===== config.mk =====
export PLATFORM = sky130hd
export DESIGN_NAME = rb_byte_sel
export DESIGN_NICKNAME = d
export VERILOG_FILES = /design/src/rtl/rb_pkg.sv /design/src/rtl/rb_code_latch.sv /design/src/rtl/rb_byte_mux.sv /design/src/rtl/rb_bus_drv.sv /design/src/rtl/rb_byte_sel.sv
export SDC_FILE = /design/constraint.sdc
export NUM_CORES = 1
export LEC_CHECK = 0
export BUFFER_PORTS_ARGS = -buffer_cell sky130_fd_sc_hd__buf_2
export CORE_UTILIZATION = 40
export CTS_CLUSTER_DIAMETER = 80
export DETAILED_ROUTE_END_ITERATION = 10
export GPL_ROUTABILITY_DRIVEN = 0
export PLACE_DENSITY = 0.71
export SKIP_CTS_REPAIR_TIMING = 1
export SYNTH_ARGS = -nofsm -noshare
export SYNTH_HDL_FRONTEND = slang
export SYNTH_SLANG_ARGS = --single-unit

===== constraint.sdc =====
create_clock -name clk -period 2.2 [get_ports clk]
set_clock_uncertainty 0.2 [all_clocks]
set_input_delay 0.22 -clock clk [delete_from_list [all_inputs] [get_ports clk]]
set_output_delay 0.22 -clock clk [all_outputs]
set_load 0.01 [all_outputs]

===== src/rtl/rb_pkg.sv =====
package rb_pkg;
  // Source codes loaded by a code write; values are decoded by behaviour.
  localparam logic [2:0] SRC_IQ    = 3'b000;
  localparam logic [2:0] SRC_POLAR = 3'b001;
  localparam logic [2:0] SRC_FREQ  = 3'b010;
  localparam logic [2:0] SRC_LEVEL = 3'b100;
  localparam int CODE_W = 3;
endpackage


===== src/rtl/rb_code_latch.sv =====
module rb_code_latch
  import rb_pkg::*;
#(
  parameter int DATA_W    = 8,
  parameter int ADDR_W    = 3,
  parameter int SAMPLE_W  = 16,
  parameter int LEVEL_W   = 24,
  parameter int CODE_ADDR = 5,
  parameter int HOLD_W    = 2 * SAMPLE_W
) (
  input  logic                clk,
  input  logic                rst,
  input  logic                wr_n,
  input  logic [ADDR_W-1:0]   addr,
  input  logic [DATA_W-1:0]   data_i,
  input  logic [SAMPLE_W-1:0] smp_i,
  input  logic [SAMPLE_W-1:0] smp_q,
  input  logic [SAMPLE_W-1:0] pol_mag,
  input  logic [SAMPLE_W-1:0] pol_phase,
  input  logic [SAMPLE_W-1:0] freq_word,
  input  logic [LEVEL_W-1:0]  lvl_word,
  output logic [CODE_W-1:0]   code_o,
  output logic [HOLD_W-1:0]   hold_o
);
  logic              wr_q;
  logic              commit;
  logic [CODE_W-1:0] new_code;
  logic [HOLD_W-1:0] snap;

  assign new_code = data_i[CODE_W-1:0];

  always_ff @(posedge clk) begin
    if (rst) wr_q <= 1'b1;
    else     wr_q <= wr_n;
  end

  // Commit on the trailing (rising) edge of the write strobe.
  assign commit = wr_n && !wr_q && (addr == ADDR_W'(CODE_ADDR));

  always_comb begin
    case (new_code)
      SRC_IQ:    snap = {smp_q, smp_i};
      SRC_POLAR: snap = {pol_phase, pol_mag};
      SRC_FREQ:  snap = HOLD_W'(freq_word);
      SRC_LEVEL: snap = HOLD_W'(lvl_word);
      default:   snap = '0;
    endcase
  end

  always_ff @(posedge clk) begin
    if (rst) begin
      code_o <= SRC_IQ;
      hold_o <= '0;
    end else if (commit) begin
      code_o <= new_code;
      hold_o <= snap;
    end
  end

  p_code_stable_r2: assert property (@(posedge clk) disable iff (rst)
    !commit |=> $stable(code_o));
  p_code_load_r2: assert property (@(posedge clk) disable iff (rst)
    commit |=> code_o == $past(data_i[CODE_W-1:0]));
  p_snap_frozen_r10: assert property (@(posedge clk) disable iff (rst)
    !commit |=> $stable(hold_o));
endmodule


===== src/rtl/rb_byte_mux.sv =====
module rb_byte_mux
  import rb_pkg::*;
#(
  parameter int DATA_W      = 8,
  parameter int ADDR_W      = 3,
  parameter int SAMPLE_W    = 16,
  parameter int LEVEL_W     = 24,
  parameter int STATUS_ADDR = 7,
  parameter int HOLD_W      = 2 * SAMPLE_W
) (
  input  logic [CODE_W-1:0] code,
  input  logic [ADDR_W-1:0] addr,
  input  logic [HOLD_W-1:0] hold,
  input  logic [DATA_W-1:0] status,
  output logic [DATA_W-1:0] byte_o
);
  localparam int NLANE       = HOLD_W / DATA_W;
  localparam int PAIR_LANES  = (2 * SAMPLE_W) / DATA_W;
  localparam int WORD_LANES  = SAMPLE_W / DATA_W;
  localparam int LEVEL_LANES = (LEVEL_W + DATA_W - 1) / DATA_W;

  logic [DATA_W-1:0] lane [NLANE];
  int                limit;

  for (genvar g = 0; g < NLANE; g++) begin : g_lane
    assign lane[g] = hold[g*DATA_W +: DATA_W];
  end

  always_comb begin
    case (code)
      SRC_IQ, SRC_POLAR: limit = PAIR_LANES;
      SRC_FREQ:          limit = WORD_LANES;
      SRC_LEVEL:         limit = LEVEL_LANES;
      default:           limit = 0;
    endcase
  end

  always_comb begin
    byte_o = '0;
    if (addr == ADDR_W'(STATUS_ADDR)) begin
      byte_o = status;
    end else begin
      for (int k = 0; k < NLANE; k++) begin
        if (addr == ADDR_W'(k) && k < limit) byte_o = lane[k];
      end
    end
  end
endmodule


===== src/rtl/rb_bus_drv.sv =====
module rb_bus_drv #(
  parameter int DATA_W = 8
) (
  input  logic              clk,
  input  logic              rst,
  input  logic              rd_n,
  input  logic [DATA_W-1:0] byte_i,
  output logic [DATA_W-1:0] data_o,
  output logic              data_oe
);
  always_ff @(posedge clk) begin
    if (rst) begin
      data_oe <= 1'b0;
      data_o  <= '0;
    end else begin
      data_oe <= !rd_n;
      if (!rd_n) data_o <= byte_i;
    end
  end

  p_reset_quiet_r1: assert property (@(posedge clk) rst |=> !data_oe);
  p_oe_on_r3: assert property (@(posedge clk) disable iff (rst)
    !rd_n |=> data_oe);
  p_oe_off_r3: assert property (@(posedge clk) disable iff (rst)
    rd_n |=> !data_oe);
endmodule


===== src/rtl/rb_byte_sel.sv =====
module rb_byte_sel
  import rb_pkg::*;
#(
  parameter int DATA_W      = 8,
  parameter int ADDR_W      = 3,
  parameter int SAMPLE_W    = 16,
  parameter int LEVEL_W     = 24,
  parameter int CODE_ADDR   = 5,
  parameter int STATUS_ADDR = 7
) (
  input  logic                clk,
  input  logic                rst,
  input  logic [ADDR_W-1:0]   addr,
  input  logic                wr_n,
  input  logic                rd_n,
  input  logic [DATA_W-1:0]   data_i,
  output logic [DATA_W-1:0]   data_o,
  output logic                data_oe,
  input  logic [SAMPLE_W-1:0] smp_i,
  input  logic [SAMPLE_W-1:0] smp_q,
  input  logic [SAMPLE_W-1:0] pol_mag,
  input  logic [SAMPLE_W-1:0] pol_phase,
  input  logic [SAMPLE_W-1:0] freq_word,
  input  logic [LEVEL_W-1:0]  lvl_word,
  input  logic [DATA_W-1:0]   status
);
  localparam int HOLD_W = 2 * SAMPLE_W;

  logic [CODE_W-1:0] code;
  logic [HOLD_W-1:0] hold;
  logic [DATA_W-1:0] sel_byte;

  rb_code_latch #(
    .DATA_W(DATA_W), .ADDR_W(ADDR_W), .SAMPLE_W(SAMPLE_W),
    .LEVEL_W(LEVEL_W), .CODE_ADDR(CODE_ADDR), .HOLD_W(HOLD_W)
  ) u_latch (
    .clk(clk), .rst(rst), .wr_n(wr_n), .addr(addr), .data_i(data_i),
    .smp_i(smp_i), .smp_q(smp_q), .pol_mag(pol_mag), .pol_phase(pol_phase),
    .freq_word(freq_word), .lvl_word(lvl_word),
    .code_o(code), .hold_o(hold)
  );

  rb_byte_mux #(
    .DATA_W(DATA_W), .ADDR_W(ADDR_W), .SAMPLE_W(SAMPLE_W),
    .LEVEL_W(LEVEL_W), .STATUS_ADDR(STATUS_ADDR), .HOLD_W(HOLD_W)
  ) u_mux (
    .code(code), .addr(addr), .hold(hold), .status(status), .byte_o(sel_byte)
  );

  rb_bus_drv #(.DATA_W(DATA_W)) u_drv (
    .clk(clk), .rst(rst), .rd_n(rd_n), .byte_i(sel_byte),
    .data_o(data_o), .data_oe(data_oe)
  );

  p_status_live_r8: assert property (@(posedge clk) disable iff (rst)
    (!rd_n && addr == ADDR_W'(STATUS_ADDR)) |=> data_o == $past(status));
endmodule


==> flow_summary_export.csv, run 1 <==
group,metric,value,unit
outcome,status,"finished, violations left",
outcome,violations,"design-rule violations",
finish,diodes,0,
clock_network,clock_latency,0.30,ns
logic_synthesis,synth-edff-count,0,
logic_synthesis,ys_seq_area_share,32.7,%
route,drt_iter0_markers,144,
die,die_y,85.0,um
clock_network,cts_num_sinks,45,
finish,nets,574,
sta,hold_viol_final,0,
sta,drv_slew,0,
sta,max_clock_freq,0.517,GHz
route,first_pass_iters,8,
route,drc,8,
power_and_ir_drop,p_leak,1.68,nW
logic_synthesis,synth_fp_nets,454,
critical_path,critPathSlowestCell,"or3b_2",
die,dieWidth,85.0,um
critical_path,worstPathRequired,2.22,ns
route,wire_per_inst,15.2,um
clock_network,root_buffer,"clkbuf_8",
die,initial_core_util,42.4,%
place,hpwl,6030,um
hold_path,hp-class,"input pin to flop",
place,numPortBuffers,130,
power_and_ir_drop,finalPower,1.69,mW
die,num_rows,29,
sta,setup_violations,0,
clock_network,cts_tree,"yes",
finish,syn_to_final_growth,30.2,%
critical_path,cp.arrival,1.96,ns
critical_path,start_kind,"flop",
finish,fin_area,0.00359,sq mm
global_route,use_met3,4.67,%
logic_synthesis,yosys.area.top_type_share,32.7,%
power_and_ir_drop,peakVddDrop,0.233,mV
route,vias_per_cell,5.53,
logic_synthesis,synth_seq_cells,45,
finish,final_core_util,55.2,%
critical_path,criticalPathCategory,"flop to flop",
clock_network,cts_max_level,2,
route,final_antenna_net_count,0,
global_route,antenna_found_initial,0,
logic_synthesis,async_flop_share,0,%
die,ioPinCount,136,
critical_path,cp_slowest_stage_delay,0.55,ns
global_route,grt_overflow,0,
global_route,use_met2,39.4,%
clock_network,clockBufferDepth,2,
sta,fin_crit_sh,87.9,%
global_route,track_usage,22.2,%
sta,tightest_slew,0.773,ns
run,drv_cap,0,
critical_path,cp_cell_sequence,"or3b_2 > a211oi_4 > a22oi_1 > o31ai_1",
hold_path,holdPathStages,3,
logic_synthesis,synth.distinct_cells,34,
global_route,gr-usage-met1,27.4,%
critical_path,r2r-start,"u_latch.code_o[1]$_SDFFE_PP0P_",
global_route,busiest_layer,"met2",
route,wirelength,7970,um
global_route,grt_start_max_net_pins,38,
sta,finalSetupTns,0,ns
logic_synthesis,avgSynthCellArea,8.42,sq um
die,coreArea,0.00649,sq mm
critical_path,crit_path_start,"u_latch.code_o[1]$_SDFFE_PP0P_",
die,dieArea,0.00722,sq mm
critical_path,cp_max_fo,8,
place,dpl_cell_area,0.00347,sq mm
logic_synthesis,synth_area,0.00275,sq mm
critical_path,worstRegToRegCells,4,
clock_network,cts_buffers,5,
logic_synthesis,synth_largest_area_cell,"dfxtp_1",
global_route,grt_first_pass_wirelength,12700,um
hold_path,hold_start,"status[7]",
finish,layout-drive-gt1-share,37.1,%
route,num_vias,2903,
critical_path,endpoint_kind,"flop",
logic_synthesis,synth_cells,327,
power_and_ir_drop,powerDensity,472,mW/mm^2
logic_synthesis,synth-main-ff-cell,"dfxtp_1",
sta,min_period,1.93,ns
clock_network,clkTransAtPathRegs,0.08,ns
global_route,grt_pass1_vias,2701,
sta,slew_headroom,48.3,%
logic_synthesis,synthTopCellsByArea,"dfxtp_1 (33%), mux2i_1 (13%), o31ai_1 (6.3%)",
logic_synthesis,ys_warn_count,0,
sta,rsz0062_at_grt,"no",
sta,hold_ws,0.0237,ns
critical path, delay by kind of cell (launching register included):
kind | cells | cell delay (ns)
AO/OA/AOI/OAI | 3 | 0.77
flip-flops | 1 | 0.33
AND/OR/NAND/NOR | 1 | 0.55
cells in the mapped netlist, types with 7 or more instances:
cell / number
mux2i_1: 35
or3_1: 8
a22oi_1: 16
o31ai_1: 23
a32o_1: 7
o2bb2ai_1: 8
nor2_1: 36
clkbuf_1: 19
buf_2: 7
a21oi_1: 24
dfxtp_1: 45
nand2_1: 24
mux2_2: 8
a31oi_1: 7
nor3b_1: 16
and3_1: 17
layout make-up:
class	count	area [sq um]
Fill cell	618	2910
Multi-Input combinational cell	252	1720
Sequential cell	45	901
Timing Repair Buffer	143	763
Clock buffer	7	96.3
Tap cell	77	96.3
Clock inverter	1	5.00
layer usage:
layer	up-vias	part of all wire (%)
li1	1453	-
met1	1322	42
met2	118	50
met3	10	6.4
met4	0	1.4
met5	-	0
path summary, 6_finish.rpt:
path,to,slack (ns)
worst min register to register,u_latch.hold_o[3]$_SDFFE_PP0P_,0.25
worst max register to register,u_drv.data_o[3]$_SDFFE_PP0N_,0.27
worst min-delay path,u_drv.data_o[7]$_SDFFE_PP0N_,0.02
worst max-delay path,u_drv.data_o[3]$_SDFFE_PP0N_,0.27
power breakdown:
group          switching [mW]  leakage (nW)  internal (mW)  total (mW)
registers             0.00381         0.363          0.820       0.824
clock network           0.273        0.0542          0.284       0.557
logic                   0.155          1.26          0.157       0.311
logic make-up (layout without fill, tap and decap cells):
family | after synthesis | in the layout | share of synthesized area [%]
and+or+nand+nor | 117 | 117 | 22.4
AOI/OAI and AO/OA | 90 | 90 | 23.5
DFF | 45 | 45 | 32.7
muxes | 43 | 43 | 16.0
buffers and inverters | 30 | 151 | 4.68
adders and majority gates | 2 | 2 | 0.727
metrics by stage:
step	instances	setup WS [ns]
6_report	525	0.266
4_1_cts	524	0.265
3_3_place_gp	516	0.276
5_1_grt	525	0.135
2_1_floorplan	327	0.442
3_5_place_dp	516	0.251
state kept, by name, summed over array words and instances (netlist names):
register / flops
u_latch.hold_o: 32
u_latch.wr_q: 1
u_latch.code_o: 3
u_drv.data_o: 8
u_drv.data_oe: 1
cell usage in the layout (no fill, tap or decap), drive strengths merged, types with 2 or more instances in the layout:
master   instances
a21oi           24
a22oi           16
a31oi            7
a32o             7
and3            17
buf            142
clkbuf           7
dfxtp           45
maj3             2
mux2             8
mux2i           35
nand2           24
nand2b           2
nor2            37
nor2b            3
nor3             3
nor3b           16
o2bb2ai          8
o31ai           23
or2              4
or3              8
Note: power is estimated with default switching activity, not from simulation.
==> inputs of run 2 (changes only) <==
CORE_UTILIZATION = 30   (was 40)
PLACE_DENSITY = default   (was 0.71)
==> run 2 against run 1 <==
The flow still finishes with violations (design-rule violations). Worst hold slack lost 0.0032 ns. Setup slack worse by 0.13 ns. Die area is 32% higher. Clock power is 12% lower. Utilization decreased by 14 points. Via count down 0.24%. Total power shrank 3.8%. Non-clock buffer count did not move. Sequential share of layout area fell by 0.14 points. Count of clock-buffer cells in the layout down 1. Combinational power about the same. Highest routed layer unchanged.
==> flow_summary_export.csv, run 2 (synthesis gave the netlist of run 1 again) <==
group,metric,value,unit
outcome,status,"finished, violations left",
outcome,violations,"design-rule violations",
power_and_ir_drop,peakVddDrop,0.248,mV
sta,tightest_slew,0.900,ns
critical_path,cp_cell_sequence,"dlygate4sd3_1 > buf_2 > nand4b_1 > or2_1 > buf_4 > mux2i_1 > nor2_1",
route,vias_per_cell,5.21,
clock_network,cts_max_level,2,
clock_network,clock_latency,0.30,ns
sta,slew_headroom,39.8,%
global_route,grt_first_pass_wirelength,13100,um
critical_path,path_delay_family,"buffers and inverters",
finish,nets,574,
sta,max_clock_freq,0.484,GHz
critical_path,critPathSlowestCell,"dlygate4sd3_1",
hold_path,hold_start,"status[7]",
route,drt_iter0_markers,98,
die,dieWidth,97.8,um
global_route,grt_pass1_vias,2682,
power_and_ir_drop,powerDensity,451,mW/mm^2
sta,finalSetupTns,0,ns
global_route,grt_overflow,0,
critical_path,worstPathRequired,2.18,ns
finish,largest_reg_flops,32,
critical_path,reg2reg_to,"u_drv.data_o[2]$_SDFFE_PP0N_",
global_route,track_usage,17.2,%
route,wirelength,8270,um
finish,final_common_cell,"buf_2",
route,final_antenna_net_count,0,
route,first_pass_iters,7,
finish,layout-drive-gt1-share,36.8,%
critical_path,endpoint_kind,"flop",
clock_network,cts_tree,"yes",
die,dieArea,0.00957,sq mm
clock_network,root_buffer,"clkbuf_8",
sta,hold_ws,0.0205,ns
sta,setup_violations,0,
finish,syn_to_final_growth,30.9,%
die,initial_core_util,31.3,%
sta,fin_crit_sh,93.9,%
clock_network,cts_num_sinks,45,
critical_path,start_kind,"input pin",
die,num_rows,34,
critical_path,cp_max_fo,18,
place,hpwl,6320,um
critical_path,crit_buf_inv,3,
critical_path,cp_slowest_stage_delay,0.54,ns
global_route,grt_start_max_net_pins,38,
critical_path,criticalPathCategory,"input pin to flop",
run,drv_cap,0,
hold_path,hp-class,"input pin to flop",
critical_path,r2r_setup_slack,0.27,ns
finish,diodes,0,
sta,hold_viol_final,0,
critical_path,worstRegToRegCells,4,
die,die_y,97.8,um
finish,largestRegisters,"u_latch.hold_o: 32 flops, u_drv.data_o: 8 flops, u_latch.code_o: 3 flops",
sta,min_period,2.07,ns
die,coreArea,0.00881,sq mm
hold_path,holdPathEnd,"u_drv.data_o[7]$_SDFFE_PP0N_",
clock_network,cts_buffers,5,
route,drc,20,
finish,max_flop_register,"u_latch.hold_o",
finish,final_cell_mix,"buf_2 (130), dfxtp_1 (45), nor2_1 (36), mux2i_1 (35)",
power_and_ir_drop,p_leak,1.67,nW
route,num_vias,2896,
place,numPortBuffers,130,
global_route,antenna_found_initial,0,
clock_network,clkTransAtPathRegs,0.08,ns
die,ioPinCount,136,
clock_network,clockBufferDepth,2,
route,wire_per_inst,14.9,um
critical_path,cp.arrival,2.04,ns
critical_path,r2r-start,"u_latch.code_o[1]$_SDFFE_PP0P_",
hold_path,holdPathStages,3,
sta,rsz0062_at_grt,"no",
sta,drv_slew,0,
[run 2: layer usage]
layer	track usage (%)	routed length, um	part of all wire, %
met3	3.94	662	8.0
met1	22.5	3720	45
met5	0	0	0
met2	27.8	3730	45
met4	6.41	162	2.0
[run 2: layout make-up]
cell class              instances  area [sq um]
fillers                       918          5200
clock buffers                   6          72.6
multi-input cells             252          1720
repair buffers                143           763
flip-flops and latches         45           901
clock inverters                 2          10.0
well taps                     108           135
[run 2: how the worst max path moves through the flow]
stage                                                end  cells past startpoint                            from
after floorplan             u_drv.data_o[7]$_SDFFE_PP0N_                      4  u_latch.code_o[1]$_SDFFE_PP0P_
after global placement      u_drv.data_o[3]$_SDFFE_PP0N_                      5                         addr[1]
after detailed placement    u_drv.data_o[2]$_SDFFE_PP0N_                      5                         addr[2]
after CTS                   u_drv.data_o[2]$_SDFFE_PP0N_                      4  u_latch.code_o[1]$_SDFFE_PP0P_
after global routing      u_latch.code_o[0]$_SDFFE_PP0P_                      7                            wr_n
final                     u_latch.code_o[1]$_SDFFE_PP0P_                      7                            wr_n
[run 2: power breakdown]
part           total [mW]  switching, mW  internal (mW)
sequential          0.824        0.00388          0.820
clock               0.491          0.271          0.220
combinational       0.312          0.155          0.157
total                1.63          0.430           1.20
[run 2: worst register-to-register path: stages (launching register included)]
cell	delay (ns)
dfxtp_1	0.33
or3b_2	0.55
a211oi_4	0.34
a22oi_1	0.20
o31ai_1	0.23
[run 2: per-stage QoR]
| step | power, mW | utilization [%] | setup WS (ns) | cell area [sq um] | cells |
|---|---|---|---|---|---|
| CTS | 1.65 | 40.8 | 0.230 | 3600 | 555 |
| detailed placement | 1.16 | 39.9 | 0.234 | 3510 | 547 |
| finish | 1.63 | 40.9 | 0.135 | 3610 | 556 |
| global placement | 1.15 | 39.9 | 0.256 | 3510 | 547 |
| floorplan | 1.00 | - | 0.442 | 2750 | 327 |
| global route | 1.72 | 40.9 | 0.0138 | 3610 | 556 |
